[config.mk]
export PLATFORM = sky130hd
export DESIGN_NAME = wdog_supervisor
export DESIGN_NICKNAME = d
export VERILOG_FILES = /design/src/rtl/wdog_supervisor.sv
export SDC_FILE = /design/constraint.sdc
export NUM_CORES = 1
export LEC_CHECK = 0
export BUFFER_PORTS_ARGS = -buffer_cell sky130_fd_sc_hd__clkbuf_2
export CORE_MARGIN = 10
export CORE_UTILIZATION = 35
export CTS_CLUSTER_SIZE = 25
export DETAILED_ROUTE_END_ITERATION = 10
export SYNTH_ARGS = -nofsm -noshare
export SYNTH_HDL_FRONTEND = slang
export SYNTH_SLANG_ARGS = --single-unit
[constraint.sdc]
create_clock -name clk -period 8.8 [get_ports clk]
set_input_delay 2.2 -clock clk [delete_from_list [all_inputs] [get_ports clk]]
set_output_delay 2.2 -clock clk [all_outputs]
set_load 0.005 [all_outputs]
[src/rtl/wdog_supervisor.sv]
module wdog_supervisor #(
  parameter int TICKS_PER_MS   = 100,
  parameter int BLANK_US       = 900,
  parameter bit EN_ACTIVE_HIGH = 1'b1
) (
  input  logic       clk,
  input  logic       rst_n,
  input  logic       tick,
  input  logic       supply_ok,
  input  logic       kick,
  input  logic       wd_en,
  input  logic [2:0] tmo_code,
  input  logic [2:0] rel_code,
  output logic       reset_n,
  output logic       cfg_err
);
  localparam int CNT_W       = $clog2(1600 * TICKS_PER_MS + 1);
  localparam int BLANK_TICKS = (BLANK_US * TICKS_PER_MS) / 1000;
  localparam int BLK_W       = $clog2(BLANK_TICKS + 2);
  localparam int REL_MIN     = (313 * TICKS_PER_MS) / 100;
  localparam logic [CNT_W-1:0] ONE = CNT_W'(1);

  logic [CNT_W-1:0] tmo_ticks, rel_ticks, wd_cnt, rel_cnt;
  logic [BLK_W-1:0] blank_cnt;
  logic [2:0]       kick_sr;
  logic [1:0]       en_sr;
  logic             wd_on, armed, kick_edge, kick_take, expire, rel_done;

  always_comb begin
    case (tmo_code)
      3'd3:    tmo_ticks = CNT_W'(100 * TICKS_PER_MS);
      3'd4:    tmo_ticks = CNT_W'(200 * TICKS_PER_MS);
      3'd5:    tmo_ticks = CNT_W'(400 * TICKS_PER_MS);
      3'd6:    tmo_ticks = CNT_W'(800 * TICKS_PER_MS);
      3'd7:    tmo_ticks = CNT_W'(1600 * TICKS_PER_MS);
      default: tmo_ticks = CNT_W'(50 * TICKS_PER_MS);
    endcase
    case (rel_code)
      3'd0:    rel_ticks = CNT_W'(REL_MIN);
      3'd1:    rel_ticks = CNT_W'(50 * TICKS_PER_MS);
      3'd2:    rel_ticks = CNT_W'(100 * TICKS_PER_MS);
      3'd3:    rel_ticks = CNT_W'(200 * TICKS_PER_MS);
      default: rel_ticks = CNT_W'(400 * TICKS_PER_MS);
    endcase
  end

  assign cfg_err = (tmo_code < 3'd2) | (rel_code > 3'd4) | (rel_ticks > tmo_ticks);

  always_ff @(posedge clk or negedge rst_n)
    if (!rst_n) begin
      kick_sr <= '0;
      en_sr   <= '0;
    end else begin
      kick_sr <= {kick_sr[1:0], kick};
      en_sr   <= {en_sr[0], wd_en};
    end

  assign wd_on     = EN_ACTIVE_HIGH ? en_sr[1] : ~en_sr[1];
  assign kick_edge = kick_sr[2] ^ kick_sr[1];
  assign armed     = supply_ok & reset_n & wd_on;
  assign kick_take = armed & kick_edge & (blank_cnt == '0);
  assign expire    = armed & tick & ~kick_take & (wd_cnt >= tmo_ticks - ONE);
  assign rel_done  = supply_ok & ~reset_n & tick & (rel_cnt >= rel_ticks - ONE);

  always_ff @(posedge clk or negedge rst_n)
    if (!rst_n)              reset_n <= 1'b0;
    else if (!supply_ok)     reset_n <= 1'b0;
    else if (expire)         reset_n <= 1'b0;
    else if (rel_done)       reset_n <= 1'b1;

  always_ff @(posedge clk or negedge rst_n)
    if (!rst_n)                    rel_cnt <= '0;
    else if (!supply_ok || reset_n) rel_cnt <= '0;
    else if (tick)                 rel_cnt <= rel_done ? '0 : rel_cnt + ONE;

  always_ff @(posedge clk or negedge rst_n)
    if (!rst_n)                 wd_cnt <= '0;
    else if (!armed || kick_take) wd_cnt <= '0;
    else if (tick)              wd_cnt <= expire ? '0 : wd_cnt + ONE;

  always_ff @(posedge clk or negedge rst_n)
    if (!rst_n)                         blank_cnt <= '0;
    else if (!armed)                    blank_cnt <= '0;
    else if (kick_take)                 blank_cnt <= BLK_W'(BLANK_TICKS);
    else if (tick && blank_cnt != '0)   blank_cnt <= blank_cnt - BLK_W'(1);
endmodule

-- Word-level counts from Yosys, hierarchy flattened
Index checks and enable logic that the tools add are counted.
- bits in registers: 49
- input bits: 12
- logic and storage cells: 65
- add/subtract/negate cells: 5
- order comparisons: 5
- eq/ne operators: 10
- muxes and demuxes: 14
- bitwise logic cells: 15
- reduce and logical (&&, ||, !) cells: 10
- operator list (operator ; count):
    $mux 18 ; 6
    $pmux 18 s5 ; 1
    $pmux 16 s4 ; 1
    $add 18x1->18 const B ; 2
    $ge 18x18->1 ; 2
    $sub 18x1->18 const B ; 2
    $mux 7 ; 3
    $gt 18x18->1 ; 1
    $eq 3x3->1 const B ; 4
    $and 1x1->1 ; 10
    $eq 3x2->1 const B ; 3
    $logic_not 7->1 ; 1
    $reduce_bool 7->1 ; 1
    $sub 7x1->7 const B ; 1
    $ne 3x1->1 const B ; 2
    $reduce_bool 2->1 ; 2
    $eq 3x1->1 const B ; 1
    $gt 3x3->1 const B ; 1
    $logic_not 3->1 ; 1
    $lt 3x2->1 const B ; 1
    $mux 1 ; 3
    $logic_not 1->1 ; 2
    $logic_or 1x1->1 ; 2
    $not 1->1 ; 2
    other kinds (3) ; 4

-- Longest topological paths before layout
- depth after elaboration: 10
- depth in mapped cells: 15

-- Worst setup path before layout
OpenSTA, ideal clock, no wires.
- path kind: input-to-output
- start: in tmo_code[1]
- end: out cfg_err
- data arrival time: 4001 ps
- data required time: 6600 ps
- setup slack: 2599 ps
- stages: 12
- path buffers: 2
- path through: clkbuf_1 -> nand2b_1 -> or2_2 -> clkbuf_1 -> nand2_1 -> inv_1 -> ha_1 -> nand4_1 -> a21oi_1 -> a211oi_1 -> o211ai_1 -> a21o_1
- longest elaborated chain between the ends: 4
- elaborated cells on any way between the ends: 10
- classes of those cells: order compare: 2; eq/ne: 5; mux: 1; bitwise: 2
- ends and longest elaborated chain (element ; RTL line ; text):
    from (decl) ; 12 ; input logic [2:0] tmo_code,
    $eq 3x3->1 or $eq 3x2->1 (tied branches) ; 30 ; case (tmo_code)
    $pmux 18 s5 ; 30 ;
    $gt 18x18->1 ; 47 ; assign cfg_err = (tmo_code < 3'd2) | (rel_code > 3'd4) | (rel_ticks > tmo_ticks);
    $or 1x1->1 * ; 47 ;
    to (decl) ; 15 ; output logic cfg_err
Every way passes the cells marked *; elsewhere a longest branch is shown, timed or not.

-- Worst setup path after layout
Ends and elaborated chain as after synthesis.

==> qor.yml <==
worst_setup_path:
  critPathKind: "primary input to output port"
  slowest_stage: "or2_2"
  r2r_cells: 7
  arrival_ns: 4.17
  start_kind: "primary input"
  crit_chain: "clkbuf_2 -> nand2b_1 -> or2_2 -> nand2_1 -> inv_1 -> ha_1 -> nand4_1 -> a21oi_1 -> a211oi_1 -> o211ai_1 -> a21o_1 -> clkbuf_2"
  reg2reg_from: "rel_cnt[11]"
  crit_top_cell: "clkbuf_2"
  max_stage_delay_ns: 0.34
  required_ns: 6.60
  critPathMaxFanout: 10
  timing.rr.end: "rel_cnt[5]"
  cp-end-kind: "output port"
  r2r_slack_ns: 5.71
outcome:
  status: "finished, final reports clean"
worst_hold_path:
  min_to: "kick_sr[1]"
  whs_path_depth: 0
  min_path_type: "flip-flop to flip-flop"
  min_from: "kick_sr[0]"
sta:
  slew_viol_final: 0
  finalClockSkew_ns: 0.01552
  hold_slack_ns: 0.3571
  maxSlewHeadroom_pct: 24.52
  hold_violations: 0
  fmax_ghz: 0.1569
  rsz0062_at_grt: "no"
  setup_viol: 0
  fin_crit_ns: 6.372
  fin_tns_setup_ns: 0
  period_share_pct: 72.41
  tightest_slew_ns: 1.128
run:
  cap_viol_max_count: 0
yosys:
  synth.area.top_cells: "dfrtp_1 32%, ha_1 15%, nand3_1 5.6%, nand2_1 5.0%, nor2_1 3.8%"
  yosysMostFrequentCell: "nand2_1"
  synth_area_per_cell_um2: 8.439
  yosysWarnings: 0
  synth-main-ff-cell: "dfrtp_1"
  synth-xor-area-share_pct: 1.140
  synth-adder-area-share_pct: 14.99
  ys_ff_latch: 49
  synth_top_family_by_area: "simple AND/OR/NAND/NOR gates"
  yosysTopAreaCell: "dfrtp_1"
  synth_compound_area_share_pct: 18.96
  synthesis.nets: 513
  yosys-top-cells-count: "51 x nand2_1, 49 x dfrtp_1, 46 x ha_1"
  ys_seq_area_share_pct: 31.93
  syn_inst: 455
  synth_area_mm2: 0.003840
  synth-simple-area-share_pct: 26.98
  muxShareOfSynthArea_pct: 0.5213
  async_flop_share_pct: 100.0
  synth_edf_count: 0
  synth_top_cell_area_share_pct: 31.93
  synth_cell_types: 52
clock_network:
  clk_transition_reported_paths_ns: 0.08
  post_cts_buffers: 0
  cts_hold_buf: 0
  h-tree-depth: 2
  cts_root_buf: "clkbuf_8"
  cts_tree: "yes"
  cts_resized: 0
  cts_buffers: 5
  numClockSinks: 49
  cts_max_path_buffers: 2
  insertion_delay_ns: 0.31
grt:
  grt_max_degree: 50
  grt_pass1_vias: 3092
  grt_antenna_before_repair: 0
  grt_pass1_wl_um: 15210
  grt-ovfl-total: 0
  grtUsageTotal_pct: 11.38
detailed_routing:
  avgRoutedWirePerCell_um: 15.07
  via_per_inst: 5.604
  ant_nets: 0
  wl_um: 9027
  drt_iter0_drc: 203
  vias: 3357
  first_pass_iters: 4
  post-route-drc-count: 0
power_and_ir_drop:
  swShare_pct: 25.57
  internal-power_mw: 0.3399
  p_clk_share_pct: 37.4
  power_frac_seq_pct: 50.1
  finalPower_mw: 0.4568
  ir_worst_vdd_mv: 0.06775
  p_sw_mw: 0.1168
  leakagePower_nw: 1.980
  combPwrFrac_pct: 12.4
  powerDensity_mw_per_mm2: 110.9
finish:
  final_layout_size_suffix_gt1_share_pct: 8.932
  nNetsFinal: 516
  n_fill_cell: 1099
  multi_input_area_mm2: 0.002407
  diodes: 0
  synthToLayoutAreaGrowth_pct: 7.234
  regArea_mm2: 0.001226
floorplan:
  dieArea_mm2: 0.01556
  start_util_pct: 35.58
  fp.dieH_um: 124.7
  num_rows: 38
  die_w_um: 124.7
  io_pins: 14
  core_area_mm2: 0.01079
placed_design:
  detailed_place_hpwl_um: 6578
  place.gp.congestion: 0.8054
  port-buffer-count: 13
[logic make-up after synthesis]
group,Yosys count
compound gates,97
xor+xnor,5
fa+ha+maj,46
buf+inv,48
flops,49
mux,2
other cells,1
simple gates,207
[flip-flops by register name, indices dropped and copies added, names as in the netlist]
name       flops
blank_cnt      7
en_sr          2
kick_sr        3
rel_cnt       18
reset_n        1
wd_cnt        18
[worst max-delay path: cells and delay by family]
| family | cells | cell delay (ns) |
|---|---|---|
| AO/OA/AOI/OAI | 4 | 0.57 |
| adder cells (fa/ha/maj) | 1 | 0.29 |
| buffers and inverters | 3 | 0.32 |
| AND/OR/NAND/NOR | 4 | 0.79 |
[area by class of cell]
class	count	area share, %
Multi-Input combinational cell	358	58.46
Sequential cell	49	29.78
Tap cell	140	4.254
Inverter	29	2.644
Clock buffer	6	2.005
Timing Repair Buffer	15	1.945
Clock inverter	2	0.9116
[power groups by stage]
stage               logic (mW)  registers, mW  clock network, mW
floorplan               0.0395          0.233                  0
global placement        0.0557          0.233                  0
detailed placement      0.0568          0.233                  0
CTS                     0.0574          0.229              0.177
global route            0.0664          0.229              0.183
finish                  0.0569          0.229              0.171
[worst max path at each step]
stage / from / end / slack (ns) / cells past startpoint
after global routing: rel_code[2] / cfg_err / 2.22 / 13
after detailed placement: tmo_code[1] / cfg_err / 2.45 / 12
after floorplan: tmo_code[1] / cfg_err / 2.60 / 12
after global placement: tmo_code[1] / cfg_err / 2.50 / 12
after CTS: tmo_code[1] / cfg_err / 2.44 / 12
final: tmo_code[1] / cfg_err / 2.43 / 12
[cells in the final DEF (no fill, tap or decap), types with 5 or more instances in the layout]
cell type	Yosys	layout
a31oi_1	7	7
or2_2	6	6
a21oi_1	21	21
a221o_1	9	9
nor2_1	39	39
ha_1	46	46
clkbuf_2	0	13
nor4_1	8	8
nor3_1	6	6
and2_1	10	10
nand3_1	43	43
nand4_1	13	13
a211oi_1	5	5
a21o_1	10	10
and3_1	11	11
clkbuf_8	0	6
inv_1	29	29
dfrtp_1	49	49
o22ai_1	5	5
nand2_1	51	51
or3_1	6	6
o21ai_0	14	14
[through the flow]
step	std cells	instance area [um^2]	setup slack [ns]	utilization, %
after floorplan	455	3840	2.599	-
after global placement	591	3998	2.501	37.04
after detailed placement	591	3998	2.455	37.04
after CTS	599	4118	2.436	38.15
after global routing	599	4118	2.216	38.15
final	599	4118	2.428	38.15
[layer usage]
metal / global-route usage (%) / vias to the layer above / share of wire, %
met4: 4.729 / 0 / 2.5
li1: - / 1675 / -
met3: 1.532 / 16 / 4.8
met2: 16.87 / 86 / 44
met1: 16.03 / 1580 / 49
met5: 0 / - / 0
Note: power is estimated with default switching activity, not from simulation.
